[config.mk]
export PLATFORM = sky130hd
export DESIGN_NAME = pwm_led_bank
export DESIGN_NICKNAME = d
export VERILOG_FILES = /design/src/rtl/pld_pkg.sv /design/src/rtl/pld_decode.sv /design/src/rtl/pld_timebase.sv /design/src/rtl/pld_channel.sv /design/src/rtl/pwm_led_bank.sv
export SDC_FILE = /design/constraint.sdc
export NUM_CORES = 1
export LEC_CHECK = 0
export BUFFER_PORTS_ARGS = -buffer_cell sky130_fd_sc_hd__buf_2
export CAP_MARGIN = 15
export CORE_ASPECT_RATIO = 0.8
export CORE_UTILIZATION = 42
export DETAILED_ROUTE_END_ITERATION = 6
export PLACE_DENSITY_LB_ADDON = 0.12
export RECOVER_POWER = 25
export SYNTH_ARGS = -nofsm -noshare
export SYNTH_HDL_FRONTEND = slang
export SYNTH_SLANG_ARGS = --single-unit
[constraint.sdc]
create_clock -name clk -period 8.2 [get_ports clk]
set_input_delay 0 -clock clk [delete_from_list [all_inputs] [get_ports clk]]
set_output_delay 0 -clock clk [all_outputs]
set_load 0.01 [all_outputs]
[src/rtl/pld_pkg.sv]
package pld_pkg;

  localparam int unsigned DUTY_W = 8;
  typedef logic [DUTY_W-1:0] duty_t;

  localparam int unsigned SD_ADDR   = 0;
  localparam int unsigned DUTY_BASE = 1;

  function automatic int unsigned commit_addr(int unsigned nch);
    return DUTY_BASE + nch;
  endfunction

  function automatic int unsigned ctrl_base(int unsigned nch);
    return commit_addr(nch) + 1;
  endfunction

  function automatic int unsigned kill_addr(int unsigned nch);
    return ctrl_base(nch) + nch;
  endfunction

  function automatic int unsigned srst_addr(int unsigned nch);
    return kill_addr(nch) + 5;
  endfunction

  // output level for one channel given the shared counter and its gates
  function automatic logic pwm_level(duty_t cnt, duty_t duty, logic en,
                                     logic run, logic kill);
    return en && run && !kill && (cnt < duty);
  endfunction

endpackage

[src/rtl/pld_decode.sv]
module pld_decode
  import pld_pkg::*;
#(
  parameter int unsigned NUM_CH = 36,
  parameter int unsigned ADDR_W = 8
) (
  input  logic              wr_en,
  input  logic [ADDR_W-1:0] wr_addr,
  output logic [NUM_CH-1:0] duty_wr,
  output logic [NUM_CH-1:0] ctrl_wr,
  output logic              commit_wr,
  output logic              sd_wr,
  output logic              kill_wr,
  output logic              srst_wr,
  output logic              unmapped_wr
);

  localparam int unsigned A_COMMIT = commit_addr(NUM_CH);
  localparam int unsigned A_CTRL   = ctrl_base(NUM_CH);
  localparam int unsigned A_KILL   = kill_addr(NUM_CH);
  localparam int unsigned A_SRST   = srst_addr(NUM_CH);

  logic [31:0] a_u;
  logic        any_hit;

  assign a_u = 32'(wr_addr);

  for (genvar i = 0; i < NUM_CH; i++) begin : g_dec
    assign duty_wr[i] = wr_en && (a_u == DUTY_BASE + i);
    assign ctrl_wr[i] = wr_en && (a_u == A_CTRL + i);
  end

  assign commit_wr = wr_en && (a_u == A_COMMIT);
  assign sd_wr     = wr_en && (a_u == SD_ADDR);
  assign kill_wr   = wr_en && (a_u == A_KILL);
  assign srst_wr   = wr_en && (a_u == A_SRST);

  assign any_hit     = (|duty_wr) || (|ctrl_wr) || commit_wr || sd_wr ||
                       kill_wr || srst_wr;
  assign unmapped_wr = wr_en && !any_hit;

endmodule

[src/rtl/pld_timebase.sv]
module pld_timebase
  import pld_pkg::*;
(
  input  logic  clk,
  input  logic  rst_n,
  input  logic  srst,
  input  logic  commit_wr,
  output duty_t cnt,
  output logic  commit_armed,
  output logic  commit_evt
);

  logic wrap;

  assign wrap       = (cnt == {DUTY_W{1'b1}});
  assign commit_evt = wrap && commit_armed;

  always_ff @(posedge clk or negedge rst_n) begin
    if (!rst_n) begin
      cnt          <= '0;
      commit_armed <= 1'b0;
    end else if (srst) begin
      cnt          <= '0;
      commit_armed <= 1'b0;
    end else begin
      cnt <= cnt + 1'b1;
      if (commit_evt)
        commit_armed <= commit_wr;
      else if (commit_wr)
        commit_armed <= 1'b1;
    end
  end

endmodule

[src/rtl/pld_channel.sv]
module pld_channel
  import pld_pkg::*;
(
  input  logic  clk,
  input  logic  rst_n,
  input  logic  srst,
  input  logic  duty_wr,
  input  logic  ctrl_wr,
  input  duty_t wr_data,
  input  logic  commit_evt,
  input  duty_t cnt,
  input  logic  run,
  input  logic  kill,
  output logic  en,
  output logic  pwm
);

  duty_t staged;
  duty_t live;

  always_ff @(posedge clk or negedge rst_n) begin
    if (!rst_n) begin
      staged <= '0;
      live   <= '0;
      en     <= 1'b0;
    end else if (srst) begin
      staged <= '0;
      live   <= '0;
      en     <= 1'b0;
    end else begin
      if (duty_wr)    staged <= wr_data;
      if (commit_evt) live   <= staged;
      if (ctrl_wr)    en     <= wr_data[0];
    end
  end

  assign pwm = pwm_level(cnt, live, en, run, kill);

endmodule

[src/rtl/pwm_led_bank.sv]
module pwm_led_bank
  import pld_pkg::*;
#(
  parameter int unsigned NUM_CH = 36,
  parameter int unsigned ADDR_W = 8
) (
  input  logic              clk,
  input  logic              rst_n,
  input  logic              wr_en,
  input  logic [ADDR_W-1:0] wr_addr,
  input  logic [7:0]        wr_data,
  output logic [NUM_CH-1:0] pwm_out
);

  logic [NUM_CH-1:0] duty_wr;
  logic [NUM_CH-1:0] ctrl_wr;
  logic [NUM_CH-1:0] en_vec;
  logic              commit_wr;
  logic              sd_wr;
  logic              kill_wr;
  logic              srst_wr;
  logic              unmapped_wr;
  logic              commit_armed;
  logic              commit_evt;
  logic              run_q;
  logic              kill_q;
  duty_t             cnt;

  pld_decode #(.NUM_CH(NUM_CH), .ADDR_W(ADDR_W)) u_dec (
    .wr_en       (wr_en),
    .wr_addr     (wr_addr),
    .duty_wr     (duty_wr),
    .ctrl_wr     (ctrl_wr),
    .commit_wr   (commit_wr),
    .sd_wr       (sd_wr),
    .kill_wr     (kill_wr),
    .srst_wr     (srst_wr),
    .unmapped_wr (unmapped_wr)
  );

  pld_timebase u_tb (
    .clk          (clk),
    .rst_n        (rst_n),
    .srst         (srst_wr),
    .commit_wr    (commit_wr),
    .cnt          (cnt),
    .commit_armed (commit_armed),
    .commit_evt   (commit_evt)
  );

  always_ff @(posedge clk or negedge rst_n) begin
    if (!rst_n) begin
      run_q  <= 1'b0;
      kill_q <= 1'b0;
    end else if (srst_wr) begin
      run_q  <= 1'b0;
      kill_q <= 1'b0;
    end else begin
      if (sd_wr)   run_q  <= wr_data[0];
      if (kill_wr) kill_q <= wr_data[0];
    end
  end

  for (genvar i = 0; i < NUM_CH; i++) begin : g_ch
    pld_channel u_ch (
      .clk        (clk),
      .rst_n      (rst_n),
      .srst       (srst_wr),
      .duty_wr    (duty_wr[i]),
      .ctrl_wr    (ctrl_wr[i]),
      .wr_data    (wr_data),
      .commit_evt (commit_evt),
      .cnt        (cnt),
      .run        (run_q),
      .kill       (kill_q),
      .en         (en_vec[i]),
      .pwm        (pwm_out[i])
    );
  end

endmodule

==> flow_summary.ini, run 1 <==
[synthesis]
synthFlopType = sky130_fd_sc_hd__dfrtp_1
synthesis.nets = 3219
unique_cell_type_count_in_the_yosys_netlist = 39
yosys-top-cells-area = sky130_fd_sc_hd__dfrtp_1 (50%), sky130_fd_sc_hd__ha_1 (10%), sky130_fd_sc_hd__mux2i_1 (9.2%)
synth_seq_area_share = 0.5001
synth_async_sr_flop_share = 1.000
synth_edf_count = 0
synthMostInstantiatedCell = sky130_fd_sc_hd__dfrtp_1
synth_area_per_cell_um2 = 10.58
synth.largest_area_cell = sky130_fd_sc_hd__dfrtp_1
ys_seq_elements = 623
yosysWarnings = 0
synth_common_cells = sky130_fd_sc_hd__dfrtp_1 (623), sky130_fd_sc_hd__nor2_1 (413), sky130_fd_sc_hd__inv_1 (290)
synthDominantCellAreaShare = 0.5001
syn-instance-count = 2947
post_synth_instance_area_um2 = 31170

[sta]
fmax_ghz = 0.2345
finalCriticalPeriod_ns = 4.265
finalSetupViolCount = 0
hold_viol = 0
setup-tns-final_ns = 0
finalWorstSetupSlack_ns = 3.935
post-route-period-util = 0.5201
rsz0062_at_grt = false
timing.final.max_slew_violations = 291
worst_slew_pin_slew_ns = 3.825
timing.clock.skew_ns = 0.01952
slew-limit-headroom = -1.550

[floorplanning]
design.portCount = 55
fp.dieH_um = 245.7
floorplan.initialDensity = 0.4283
fp-row-count = 88
overall_die_area_um2 = 75330
chipWidth_um = 306.6
fp.coreArea_um2 = 72780

[grt]
antenna_found_initial = 4
total_grt_overflow = 0
via_count_of_the_first_global_routing_pass = 21690
largest_net_degree_at_the_start_of_global_routing = 231
grt_pass1_wl_um = 130400
grtUsageTotal = 0.2250

[critical_path]
worst_setup_path_end_kind = async pin
worstPathCellList = dlygate4sd3_1 -> buf_8 -> clkbuf_2
critical_path.startpoint_type = primary input
crit_required_ns = 8.02
worst_path_arrival_time_ns = 4.09
critical_path_type = in2async
critical_path_buf_inv_count = 3
crit_path_top_delay_cell = sky130_fd_sc_hd__clkbuf_2
critical-path-max-stage-delay_ns = 2.77
critPathTopFamily = buffers and inverters
crit_fanout = 154

[flow_run]
cap_violations = 2

[cts]
cts_made_buffers = 68
tritoncts = built
cts_buffer_depth = 3
clk-insertion-delay-late_ns = 0.62
clk_transition_reported_paths_ns = 0.06
clock-sinks = 623
htreeDepth = 3
cts_root_buf = sky130_fd_sc_hd__clkbuf_16

[cells_and_area]
flow.area_growth_from_synthesis_pct = 9.311
multiInputGateArea_um2 = 13340
layout-drive-gt1-share = 0.07841
antenna_diode_count = 0
register_area_um2 = 15600
utilization = 0.4682
final_nets = 3173
n_fill_cell = 6762

[outcome]
violations = max-capacitance violations, max-slew violations
outcome = complete, but fails checks

[pwr]
p_int_mw = 5.534
irDropWorstVdd_mv = 0.2282
relative_contribution_of_the_clock_network_to_total_power = 0.372
p_comb_frac = 0.226
power.net_switching_mw = 2.475
p_per_area_nw_per_um2 = 235.0
share_of_total_power_consumed_by_net_switching = 0.3090
p_seq_frac = 0.402
p_leak_nw = 16.49

[drt]
dr.first_iter.drc_count = 1326
detailroute.via_count = 21450
drt-wirelength-per-cell_um = 21.01
drtPass1Iterations = 5
vias_per_cell = 5.449
remaining_drc_errors = 0
drt_wl_total_um = 82700
postRouteAntennaNets = 0

[placement]
pre_cts_ws_ns = 4.213
numPortBuffers = 54
gp_congestion = 0.7903
dp_hpwl_um = 45190

[min_path]
hold_class = in2async
==> metal layers <==
layer,track usage,share of wire,vias up
met5,0,0.00013,-
met4,0.06206,0.024,2
met3,0.03387,0.042,134
met2,0.3459,0.44,405
met1,0.3291,0.49,10800
li1,-,-,10100
==> final cells by class <==
cell class / count / share of cell area
inverter: 290 / 0.03194
clock buffer: 100 / 0.05937
tap: 990 / 0.03635
multi-input combinational: 1819 / 0.3915
timing repair buffer: 99 / 0.01983
sequential: 623 / 0.4578
clock inverter: 15 / 0.003231
==> per-stage QoR <==
stage	total power, mW	instances	hold WS [ns]	cell area (um2)
after floorplan	4.421	2947	-0.2956	31170
after global placement	5.011	3817	0.1145	31930
after detailed placement	5.091	3817	0.1216	31930
after CTS	8.115	3936	0.05577	34110
after global routing	8.535	3936	0.09551	34080
final	8.009	3936	0.02759	34080
==> final timing paths <==
| check | cells past startpoint | slack (ns) | endpoint | from |
|---|---|---|---|---|
| setup / recovery | 3 | 3.94 | g_ch[23].u_ch.staged[3] | rst_n |
| hold / removal | 2 | 0.03 | g_ch[6].u_ch.live[0] | rst_n |
| setup reg to reg | 6 | 4.86 | g_ch[20].u_ch.live[7] | u_tb.cnt[0] |
| hold reg to reg | 1 | 0.47 | g_ch[25].u_ch.live[5] | g_ch[25].u_ch.staged[5] |
| max in group clk | 7 | 4.74 | g_ch[20].u_ch.en | wr_addr[1] |
| min in group clk | 4 | 0.10 | g_ch[14].u_ch.staged[5] | wr_data[5] |
==> kinds of logic (layout without fill, tap and decap cells) <==
| family | count (synthesis) | after routing | synth area share |
|---|---|---|---|
| and+or+nand+nor | 736 | 736 | 0.1062 |
| DFF | 623 | 623 | 0.5001 |
| AOI/OAI and AO/OA | 540 | 540 | 0.1265 |
| buffers and inverters | 505 | 504 | 0.07268 |
| muxes | 285 | 285 | 0.09151 |
| adders and majority gates | 253 | 253 | 0.1015 |
| xor gates and xnor gates | 5 | 5 | 0.001405 |
==> power groups by stage <==
stage	logic (mW)	registers [mW]	clock network (mW)
3_3_place_gp	1.74	3.27	0
5_1_grt	2.13	3.23	3.18
2_1_floorplan	1.03	3.40	0
4_1_cts	1.83	3.22	3.06
6_report	1.81	3.22	2.98
3_5_place_dp	1.82	3.27	0
==> registers in the layout, indices dropped and copies added, names as in the netlist <==
| name | cells |
|---|---|
| kill_q | 1 |
| g_ch.u_ch.live | 288 |
| u_tb.cnt | 8 |
| g_ch.u_ch.en | 36 |
| u_tb.commit_armed | 1 |
| g_ch.u_ch.staged | 288 |
| run_q | 1 |
==> worst reg2reg max path, stage by stage, from the launching register on <==
cell	delay (ns)
sky130_fd_sc_hd__dfrtp_2	0.36
sky130_fd_sc_hd__ha_1	0.28
sky130_fd_sc_hd__nand3_1	0.15
sky130_fd_sc_hd__nor3_1	0.60
sky130_fd_sc_hd__and2_4	0.63
sky130_fd_sc_hd__buf_4	0.91
sky130_fd_sc_hd__a22o_1	0.34
==> repair_timing <==
action                                 CTS  global route
gates resized for setup                  0             0
buffers inserted                         0             0
endpoints found under the hold margin  117             0
hold buffers                             4             0
==> cell usage in the layout, fill, tap and decap left out, drive strengths merged <==
| cell | n |
|---|---|
| a2111oi | 51 |
| nand4bb | 3 |
| or4b | 4 |
| nand4b | 4 |
| nor2 | 413 |
| mux2i | 285 |
| nand4 | 4 |
| nor3b | 6 |
| xor2 | 3 |
| ha | 253 |
| inv | 292 |
| buf | 93 |
| nor2b | 1 |
| and2 | 2 |
| clkinv | 11 |
| a21oi | 119 |
| or2 | 3 |
| dfrtp | 623 |
| clkinvlp | 1 |
| xnor2 | 2 |
| a22o | 280 |
| nor4b | 4 |
| and4b | 4 |
| nor4 | 11 |
| nand3 | 20 |
| clkbuf | 102 |
| bufinv | 1 |
| nand2 | 125 |
| or4 | 1 |
| nor4bb | 6 |
| o21ai | 90 |
| dlygate4sd3 | 4 |
| or3 | 39 |
| nor3 | 78 |
| nand2b | 7 |
| nand3b | 1 |
No activity file was read; power rests on OpenSTA's default activity.
==> run 2: changes to the inputs <==
ABC_AREA = 1   (was not set)
clock period = 4 ns   (was 8.2 ns; I/O delays follow)
==> run 2 against run 1 <==
The flow still finishes with violations (max-capacitance violations, max-slew violations). Critical path type is now reg2out. Flip-flop and latch count unchanged. Sequential share of layout area down 3.7 points. Non-clock buffer count increased by 17. Area after synthesis rose by 8.6%. Cell area grew 8.7%. Critical path depth is 5 higher. Clock skew grew 0.0016 ns. Synthesized cell count grew 45%. Total power rose by 120%. Combinational power increased by 150%. Critical endpoint is now pwm_out[32].
==> flow_summary.ini, run 2 <==
[floorplanning]
design.portCount = 55
floorplan.initialDensity = 0.4267
fp.dieH_um = 255.9
overall_die_area_um2 = 81730
fp-row-count = 92
fp.coreArea_um2 = 79310
chipWidth_um = 319.4

[pwr]
irDropWorstVdd_mv = 0.3687
p_per_area_nw_per_um2 = 475.8
p_leak_nw = 19.58

[grt]
via_count_of_the_first_global_routing_pass = 26090
antenna_found_initial = 5
largest_net_degree_at_the_start_of_global_routing = 284
total_grt_overflow = 0
grt_pass1_wl_um = 154100
grtUsageTotal = 0.2399

[drt]
drtPass1Iterations = 6
vias_per_cell = 5.306
drt_wl_total_um = 97780
dr.first_iter.drc_count = 2554
remaining_drc_errors = 0
drt-wirelength-per-cell_um = 18.61
postRouteAntennaNets = 0
detailroute.via_count = 27880

[placement]
numPortBuffers = 54
gp_congestion = 0.8795
dp_hpwl_um = 54080
dp.cells = 5115
place_area_um2 = 34640

[outcome]
violations = max-capacitance violations, max-slew violations
outcome = complete, but fails checks

[synthesis]
synth_edf_count = 0
yosys-top-cells-area = sky130_fd_sc_hd__dfrtp_1 (46%), sky130_fd_sc_hd__nand3_1 (19%), sky130_fd_sc_hd__nand2_1 (12%)
unique_cell_type_count_in_the_yosys_netlist = 24
ys_seq_elements = 623
synth_common_cells = sky130_fd_sc_hd__nand3_1 (1253), sky130_fd_sc_hd__nand2_1 (1069), sky130_fd_sc_hd__dfrtp_1 (623)
synthesis.nets = 4544
synth_seq_area_share = 0.4606
syn-instance-count = 4272
synth_async_sr_flop_share = 1.000
synth_area_per_cell_um2 = 7.923
synthFlopType = sky130_fd_sc_hd__dfrtp_1
synth.largest_area_cell = sky130_fd_sc_hd__dfrtp_1
synthMostInstantiatedCell = sky130_fd_sc_hd__nand3_1
synthDominantCellAreaShare = 0.4606
post_synth_instance_area_um2 = 33840
yosysWarnings = 0

[cells_and_area]
final_common_cell = sky130_fd_sc_hd__nand3_1
flow.area_growth_from_synthesis_pct = 9.442
fin_cells = 5255
final_nets = 4443
summed_area_of_non_filler_cells_in_the_final_layout_um2 = 37040
biggest_regs = g_ch.u_ch.live (288), g_ch.u_ch.staged (288), g_ch.u_ch.en (36)
layout-drive-gt1-share = 0.05760
leading_cell_types_in_the_layout_fill_and_taps_excluded = sky130_fd_sc_hd__nand3_1 (1251), sky130_fd_sc_hd__nand2_1 (1069), sky130_fd_sc_hd__dfrtp_1 (616)

[critical_path]
critical_path.startpoint_type = flop
worst_path_arrival_time_ns = 3.20
crit_fanout = 26
worst_setup_path_end_kind = primary output
crit_required_ns = 4.00
critical_path_type = reg2out

[sta]
slew-limit-headroom = -0.9199
worst_slew_pin_slew_ns = 2.880
timing.final.max_slew_violations = 91
fmax_ghz = 0.3129
post-route-period-util = 0.7991
finalCriticalPeriod_ns = 3.196
setup-tns-final_ns = 0
hold_viol = 0
rsz0062_at_grt = false
finalSetupViolCount = 0
timing.clock.skew_ns = 0.02113

[cts]
cts_made_buffers = 72
cts_root_buf = sky130_fd_sc_hd__clkbuf_16
cts_buffer_depth = 3
cts_post_setup_buffers_inserted = 0
clock-sinks = 623
clk-insertion-delay-late_ns = 0.61
htreeDepth = 3
clk_transition_reported_paths_ns = 0.06
tritoncts = built

[min_path]
hold_class = in2reg

[flow_run]
cap_violations = 1
[run 2: repair_timing]
| item | CTS | global route |
|---|---|---|
| endpoints found under the hold margin | 138 | 0 |
| resized for setup | 0 | 0 |
| hold buffers | 16 | 0 |
[run 2: area by class of cell]
type                       instances  area (um2)
fill                            7942       42270
sequential                       623       15600
multi-input combinational       2934       15290
clock buffer                     108        2128
inverter                         424        1599
tap                             1034        1294
timing repair buffer             116        1002
clock inverter                    14       123.9
antenna                            2       5.005
[run 2: cells by family after synthesis]
family                     after synthesis  synth area share
AOI/OAI and AO/OA                      129           0.02085
buffers and inverters                  715           0.08835
DFF                                    623            0.4606
xor gates and xnor gates                 1         0.0002588
adders and majority gates              253           0.09353
and+or+nand+nor                       2551            0.3364
[run 2: stage by stage]
stage                 util  hold slack [ns]  power (mW)  setup WS (ns)
global placement    0.4368           0.1481       11.23          1.251
detailed placement  0.4368           0.1447       11.33          1.218
finish              0.4670          0.03029       17.62         0.8038
CTS                 0.4672         0.008551       17.87         0.7900
floorplan                -          -0.2956       9.758          1.482
global route        0.4670          0.03013       18.87         0.6769
[run 2: worst paths after layout]
check,from,end,slack [ns],depth (start not counted)
min in group asynchronous,rst_n,g_ch[5].u_ch.staged[0],0.86,2
max reg2reg,u_tb.cnt[5],g_ch[17].u_ch.live[3],1.14,5
min reg2reg,g_ch[30].u_ch.staged[7],g_ch[30].u_ch.live[7],0.48,2
max,u_tb.cnt[5],pwm_out[32],0.80,8
min,wr_data[0],g_ch[29].u_ch.staged[0],0.03,3
max in group asynchronous,rst_n,g_ch[22].u_ch.live[6],1.22,3
[run 2: metal layers]
metal	share of wire	track usage	wire length (um)
met5	0.00032	0	31
met2	0.44	0.3673	42960
met3	0.058	0.04020	5710
met1	0.48	0.3487	46800
met4	0.023	0.06651	2286
[run 2: worst max-delay path, cell delays in order (launching register included)]
cell and delay, ns:
sky130_fd_sc_hd__dfrtp_2 1.02, sky130_fd_sc_hd__buf_4 0.46, sky130_fd_sc_hd__ha_1 0.30, sky130_fd_sc_hd__nand2_1 0.06, sky130_fd_sc_hd__inv_1 0.03, sky130_fd_sc_hd__o21bai_1 0.11, sky130_fd_sc_hd__nand3_1 0.08, sky130_fd_sc_hd__a21oi_1 0.29
sky130_fd_sc_hd__buf_2 0.21
[run 2: report_power, final]
part           total [mW]  switching (mW)  internal [mW]
clock                6.45            2.67           3.78
combinational        4.47            2.89           1.58
sequential           6.71           0.198           6.51
